## config.mk

```make
export PLATFORM = sky130hd
export DESIGN_NAME = pwr_shdn_ctrl
export DESIGN_NICKNAME = d
export VERILOG_FILES = /design/src/rtl/pwr_shdn_pkg.sv /design/src/rtl/pwr_mode_latch.sv /design/src/rtl/pwr_wake_timer.sv /design/src/rtl/pwr_start_gate.sv /design/src/rtl/pwr_shdn_ctrl.sv
export SDC_FILE = /design/constraint.sdc
export NUM_CORES = 1
export LEC_CHECK = 0
export BUFFER_PORTS_ARGS = -buffer_cell sky130_fd_sc_hd__buf_2
export CAP_MARGIN = 20
export CORE_MARGIN = 3
export CORE_UTILIZATION = 54
export CTS_BUF_LIST = sky130_fd_sc_hd__clkbuf_4
export DETAILED_ROUTE_END_ITERATION = 10
export HOLD_SLACK_MARGIN = 0.02
export PLACE_DENSITY_LB_ADDON = 0.15
export SLEW_MARGIN = 10
export SYNTH_ARGS = -nofsm -noshare
export SYNTH_HDL_FRONTEND = slang
export SYNTH_SLANG_ARGS = --single-unit
```

## constraint.sdc

```tcl
create_clock -name clk -period 5 [get_ports clk]
set_input_delay 1 -clock clk [delete_from_list [all_inputs] [get_ports clk]]
set_output_delay 1 -clock clk [all_outputs]
set_load 0.05 [all_outputs]
```

## src/rtl/pwr_shdn_pkg.sv

```systemverilog
package pwr_shdn_pkg;
    typedef enum logic [1:0] {
        ST_ACTIVE = 2'd0,
        ST_NAP    = 2'd1,
        ST_SLEEP  = 2'd2,
        ST_WAKE   = 2'd3
    } pwr_state_e;
endpackage

```

## src/rtl/pwr_mode_latch.sv

```systemverilog
module pwr_mode_latch (
    input  logic clk,
    input  logic rst_n,
    input  logic capture,
    input  logic nap_sel,
    output logic deep_q
);
    // Depth is held from shutdown entry until the next entry.
    always_ff @(posedge clk or negedge rst_n) begin
        if (!rst_n)       deep_q <= 1'b0;
        else if (capture) deep_q <= ~nap_sel;
    end
endmodule

```

## src/rtl/pwr_wake_timer.sv

```systemverilog
module pwr_wake_timer #(
    parameter int NAP_CYC   = 10,
    parameter int SLEEP_CYC = 500000
) (
    input  logic clk,
    input  logic rst_n,
    input  logic run,
    input  logic deep,
    output logic done
);
    localparam int MAX_CYC = (NAP_CYC > SLEEP_CYC) ? NAP_CYC : SLEEP_CYC;
    localparam int CW      = $clog2(MAX_CYC + 1);
    localparam logic [CW-1:0] NAP_LAST   = CW'(NAP_CYC - 1);
    localparam logic [CW-1:0] SLEEP_LAST = CW'(SLEEP_CYC - 1);

    logic [CW-1:0] cnt_q;
    logic [CW-1:0] last;

    assign last = deep ? SLEEP_LAST : NAP_LAST;
    assign done = run && (cnt_q == last);

    always_ff @(posedge clk or negedge rst_n) begin
        if (!rst_n)        cnt_q <= '0;
        else if (!run)     cnt_q <= '0;
        else if (!done)    cnt_q <= cnt_q + 1'b1;
    end
endmodule

```

## src/rtl/pwr_start_gate.sv

```systemverilog
module pwr_start_gate (
    input  logic clk,
    input  logic rst_n,
    input  logic ready,
    input  logic conv_req,
    output logic conv_go,
    output logic err_q
);
    assign conv_go = conv_req && ready;

    always_ff @(posedge clk or negedge rst_n) begin
        if (!rst_n)                  err_q <= 1'b0;
        else if (conv_req && !ready) err_q <= 1'b1;
    end
endmodule

```

## src/rtl/pwr_shdn_ctrl.sv

```systemverilog
module pwr_shdn_ctrl #(
    parameter int NAP_WAKE_CYC   = 10,
    parameter int SLEEP_WAKE_CYC = 500000
) (
    input  logic clk,
    input  logic rst_n,
    input  logic shdn_n,
    input  logic nap_sel,
    input  logic conv_req,
    output logic bias_en,
    output logic ref_en,
    output logic ready,
    output logic conv_go,
    output logic start_err
);
    import pwr_shdn_pkg::*;

    pwr_state_e state_q, state_d;
    logic       deep_q;
    logic       wake_done;
    logic       enter_shdn;

    assign enter_shdn = !shdn_n && (state_q == ST_ACTIVE || state_q == ST_WAKE);

    pwr_mode_latch u_mode (
        .clk     (clk),
        .rst_n   (rst_n),
        .capture (enter_shdn),
        .nap_sel (nap_sel),
        .deep_q  (deep_q)
    );

    pwr_wake_timer #(
        .NAP_CYC   (NAP_WAKE_CYC),
        .SLEEP_CYC (SLEEP_WAKE_CYC)
    ) u_timer (
        .clk   (clk),
        .rst_n (rst_n),
        .run   (state_q == ST_WAKE),
        .deep  (deep_q),
        .done  (wake_done)
    );

    pwr_start_gate u_gate (
        .clk      (clk),
        .rst_n    (rst_n),
        .ready    (ready),
        .conv_req (conv_req),
        .conv_go  (conv_go),
        .err_q    (start_err)
    );

    always_comb begin
        state_d = state_q;
        unique case (state_q)
            ST_ACTIVE: if (!shdn_n) state_d = nap_sel ? ST_NAP : ST_SLEEP;
            ST_NAP:    if (shdn_n)  state_d = ST_WAKE;
            ST_SLEEP:  if (shdn_n)  state_d = ST_WAKE;
            ST_WAKE: begin
                if (!shdn_n)        state_d = nap_sel ? ST_NAP : ST_SLEEP;
                else if (wake_done) state_d = ST_ACTIVE;
            end
        endcase
    end

    always_ff @(posedge clk or negedge rst_n) begin
        if (!rst_n) state_q <= ST_ACTIVE;
        else        state_q <= state_d;
    end

    always_comb begin
        bias_en = 1'b1;
        ref_en  = 1'b1;
        ready   = 1'b0;
        unique case (state_q)
            ST_ACTIVE: ready   = 1'b1;
            ST_NAP:    bias_en = 1'b0;
            ST_SLEEP: begin
                bias_en = 1'b0;
                ref_en  = 1'b0;
            end
            ST_WAKE:   ready   = 1'b0;
        endcase
    end
endmodule

```

======== After elaboration in Yosys (flattened, before gate mapping) ========
Cells that the tools add are included.
W data, S select, Z words.
cells by class
  add/subtract/negate cells ............... 1
  eq/ne operators ......................... 8
  muxes and demuxes ....................... 12
  bitwise logic cells ..................... 1
  reduce and logical (&&, ||, !) cells .... 10
operators with widths
  cell                     number
  $mux W19                 3
  $add A19 B1 Y19 const B  1
  $eq A19 B19 Y1           1
  $mux W2                  5
  $pmux W2 S3              1
  $eq A2 B2 Y1 const B     2
  $logic_and A1 B1 Y1      4
  $ne A2 B2 Y1 const B     2
  $mux W1                  3
  $ne A3 B3 Y1 const B     1
  $reduce_and A3 Y1        1
  $eq A2 B1 Y1 const B     1
  $logic_not A1 Y1         2
  $logic_not A2 Y1         1
  $ne A2 B1 Y1 const B     1
  $reduce_or A2 Y1         1
  $logic_or A1 B1 Y1       1
  $not A1 Y1               1
word-level totals
  register bits ........................... 23
  input port bits ......................... 5

======== Logic depth before layout (Yosys ltp) ========
  word-level depth ........................ 6
  gate-level depth with buffers ........... 6
  depth with buffers taken out ............ 6

======== Cells and area by module ========
Synthesis repeated with hierarchy kept, for this count alone.
second synthesis, totals
  cell total of the unflattened synthesis .. 148
  area total of the unflattened synthesis .. 1347.5 um2
modules (own cells, without submodules)
  module          times used  cells each  area an instance (um2)  sequential area each (um2)
  pwr_wake_timer  1           120         1076.0                  475.5
  pwr_shdn_ctrl   1           21          188.9                   50.0
  pwr_start_gate  1           4           43.8                    25.0
  pwr_mode_latch  1           3           38.8                    25.0

======== Worst setup path after synthesis ========
No wires, ideal clock.
  kind .................................... register to output
  start ................................... register state_q[0]
  end ..................................... output conv_go
  arrival time ............................ 1.512 ns
  data required time ...................... 4.000 ns
  setup slack ............................. 2.488 ns
  cell stages (with the launch flop) ...... 4
  path through ............................ dfrtp_1 -> inv_1 -> ha_1 -> and2_1
between the ends
  cells in the longest elaborated chain, start to end .. 3
RTL lines
  element                 RTL line             RTL
  from (decl)             pwr_shdn_ctrl.sv:18  pwr_state_e state_q, state_d;
  from (signal assigned)  pwr_shdn_ctrl.sv:68  else state_q <= state_d;
  $logic_not A2 Y1        pwr_shdn_ctrl.sv:75  unique case (state_q)
  $mux W1                 pwr_shdn_ctrl.sv:75
  net ready               pwr_shdn_ctrl.sv:12  output logic ready,
  $logic_and A1 B1 Y1     pwr_start_gate.sv:9  assign conv_go = conv_req && ready;
  to (decl)               pwr_shdn_ctrl.sv:13  output logic conv_go,
The timed path passes the listed nets, and every way through them passes these cells.

======== Final worst setup path ========
  start ................................... register state_q[0]
  end ..................................... output bias_en
between the ends
  cells in the longest elaborated chain, start to end .. 3
RTL lines
  element                                              RTL line             RTL
  $eq A2 B2 Y1 / $eq A2 B1 Y1 (equally long branches)  pwr_shdn_ctrl.sv:75
  $reduce_or A2 Y1 (no source line) *                  -
  $mux W1 *                                            pwr_shdn_ctrl.sv:75
  to (decl)                                            pwr_shdn_ctrl.sv:10  output logic bias_en,
Every way passes the cells marked *; elsewhere a longest branch is shown, timed or not.

==> run summary <==
status: complete, no violations
clk buf depth: 2
postcts setup bufs: 0
required time worst endpoint: 4000 ps
Hold WS: 476 ps
Max Fclk: 0.389 GHz
Slew headroom: 43.5%
clk sinks: 23
Syn Inst Count: 142
WS Path Type: flop to output pin
Via-to-Cell Ratio: 6.27
first-pass GRT wire length: 4560 microns
Antenna diodes: 0
syn avg cell area: 9.15 sq um
residual DRC count: 0
Setup TNS: 0 ps
PD cells: 417 mW/mm^2
Top FF cell, synth: dfrtp_1
Worst-Margin Slew: 848 ps
Post-Syn Nets: 151
fin util: 61.8%
Synth area leader: dfrtp_1
final setup fails: 0
drt pass-1 iters: 6
Adder-Cell Fraction of Synth Area: 3.85%
Pleak: 0.586 nW
XOR/XNOR share of the synthesized area: 4.04%
clk root buf: clkbuf_4
Filler cells: 201
Synth async-reset ratio: 100%
post-route ant nets: 0
largest family of logic cells by synthesized area: simple AND/OR/NAND/NOR gates
kind of end point of the critical path: output pin
Final Slew Violations: 0
hpwl dp: 1990 microns
Post-synth top cells: dfrtp_1 (23), nor2_1 (11), inv_1 (10), nand2_1 (10)
# nets final: 161
GR Overflow Total: 0
Max-Cap Viols: 0
Area Growth Syn to Fin: 7.12%
wire per inst: 15.1 microns
share of cells above drive strength 1: 9.93%
initial DRC count: 32
final wirelength: 2700 microns
register area share after synthesis: 44.3%
RSZ-0062 raised after global routing: no
Clock transition at path regs: 140 ps
count leader, synth: dfrtp_1
CORE AREA: 0.00225 sq mm
Final Skew: 11.5 ps
Final Hold Fails: 0
Pwr Total: 0.000581 W
via count of the routed design: 1123
CTS Hold Buffers Added: 0
mapped cell area: 0.00130 sq mm
Clk Latency, worst-skew pair: 310 ps
pin count of the biggest net entering global routing: 24
proportion of synthesized area in mux cells: 1.54%
Synth warnings: 0
vias in the first global route: 972
Yosys top cell area share: 44.3%
initial antenna violation count: 0
CP Launch Type: flop
RD Place Congestion: 0.792
Port Buffer Count: 9
Rows: 17
CTS tree: built
simple-gate share of the synthesized area: 26.3%
dominant cells by area after synthesis: dfrtp_1 (44%), or4_1 (5.2%), ha_1 (3.8%)
Worst Hold Class: flop to flop
count of flip-flops with a built-in enable after synthesis: 0
compound-gate portion of the synthesized area: 16.0%
CTS Buf Count: 3
chip width: 55.1 microns
Die Y-Extent: 55.1 microns
period utilisation layout: 51.4%
Total GRT Usage: 20.6%
Crit Path Max Fanout: 6
Peak VDD IR: 0.373 mV
cts repair resizes: 0
Yosys cell types: 37
CTS H-tree depth: 1
# IOs: 10
Tmin final: 2570 ps
#FFs+latches synth: 23
Critical Path AT: 1570 ps
initial cell density of the core: 57.7%
total die area: 0.00303 sq mm
## metal layers
layer | up-vias | track usage (%) | wire length (microns)
met5 | - | 0 | 0
met3 | 2 | 2.41 | 73
met4 | 0 | 6.07 | 17
met1 | 552 | 29.1 | 1240
met2 | 19 | 33.1 | 1370
li1 | 550 | - | -
## report_power, final
part | internal, W | leakage [nW] | switching (W)
sequential | 0.000205 | 0.309 | 0.0000189
combinational | 0.0000757 | 0.259 | 0.000192
clock | 0.0000299 | 0.0177 | 0.0000595
## registers in the layout (all words and copies together), names as in the netlist
name           flops
state_q            2
u_gate.err_q       1
u_mode.deep_q      1
u_timer.cnt_q     19
## stage by stage
stage | instance area (sq um) | instances | setup slack (ps)
floorplan | 1300 | 142 | 2490
global placement | 1370 | 175 | 2560
detailed placement | 1370 | 175 | 2550
CTS | 1390 | 179 | 2440
global route | 1390 | 179 | 2340
finish | 1390 | 179 | 2430
## final cells by class
| cell class | instances | area (sq um) | share of cell area (%) |
|---|---|---|---|
| multi-input cells | 105 | 672 | 48.2 |
| flip-flops and latches | 23 | 576 | 41.3 |
| repair buffers | 9 | 45.0 | 3.23 |
| inverters | 10 | 37.5 | 2.70 |
| well taps | 28 | 35.0 | 2.52 |
| clock buffers | 3 | 22.5 | 1.62 |
| clock inverters | 1 | 5.00 | 0.359 |
## critical path, stage by stage (launching register included)
cell and delay [ps]:
dfrtp_1 400, inv_1 90, ha_1 370, inv_1 130, buf_2 270
## cell families after synthesis
| family | after synthesis |
|---|---|
| flops | 23 |
| xor+xnor | 6 |
| simple gates | 61 |
| fa+ha+maj | 4 |
| compound gates | 32 |
| mux | 2 |
| buf+inv | 14 |
## path summary, 6_finish.rpt
path	cells after the start	from	slack (ps)	end
hold reg to reg	1	u_gate.err_q$_DFFE_PN0P_	480	u_gate.err_q$_DFFE_PN0P_
max in group asynchronous	1	rst_n	4010	u_timer.cnt_q[7]$_DFFE_PN0P_
setup / recovery	4	state_q[0]$_DFFE_PN0P_	2430	bias_en
min in group asynchronous	1	rst_n	630	u_timer.cnt_q[13]$_DFFE_PN0P_
setup reg to reg	4	u_timer.cnt_q[4]$_DFFE_PN0P_	2540	u_timer.cnt_q[1]$_DFFE_PN0P_
hold / removal	1	u_gate.err_q$_DFFE_PN0P_	480	u_gate.err_q$_DFFE_PN0P_
## cell usage in the layout (no fill, tap or decap), types with 2 or more instances in the layout
| cell | synthesis | routed |
|---|---|---|
| o21ai_0 | 6 | 6 |
| xor2_1 | 3 | 3 |
| xnor2_1 | 3 | 3 |
| nor2_1 | 11 | 11 |
| nor3_1 | 3 | 3 |
| and4_1 | 2 | 2 |
| nand2b_1 | 2 | 2 |
| mux2i_1 | 2 | 2 |
| o31ai_1 | 5 | 5 |
| clkbuf_4 | 0 | 3 |
| buf_2 | 0 | 9 |
| a21oi_1 | 9 | 9 |
| inv_1 | 10 | 10 |
| nor4_1 | 2 | 2 |
| dfrtp_1 | 23 | 23 |
| nand2_1 | 10 | 10 |
| a211oi_1 | 2 | 2 |
| nand3_1 | 6 | 6 |
| or3_1 | 2 | 2 |
| or4_1 | 9 | 9 |
| ha_1 | 4 | 4 |
| and3_1 | 3 | 3 |
| nand4_1 | 6 | 6 |
| o22ai_1 | 2 | 2 |
Note: power is estimated with default switching activity, not from simulation.
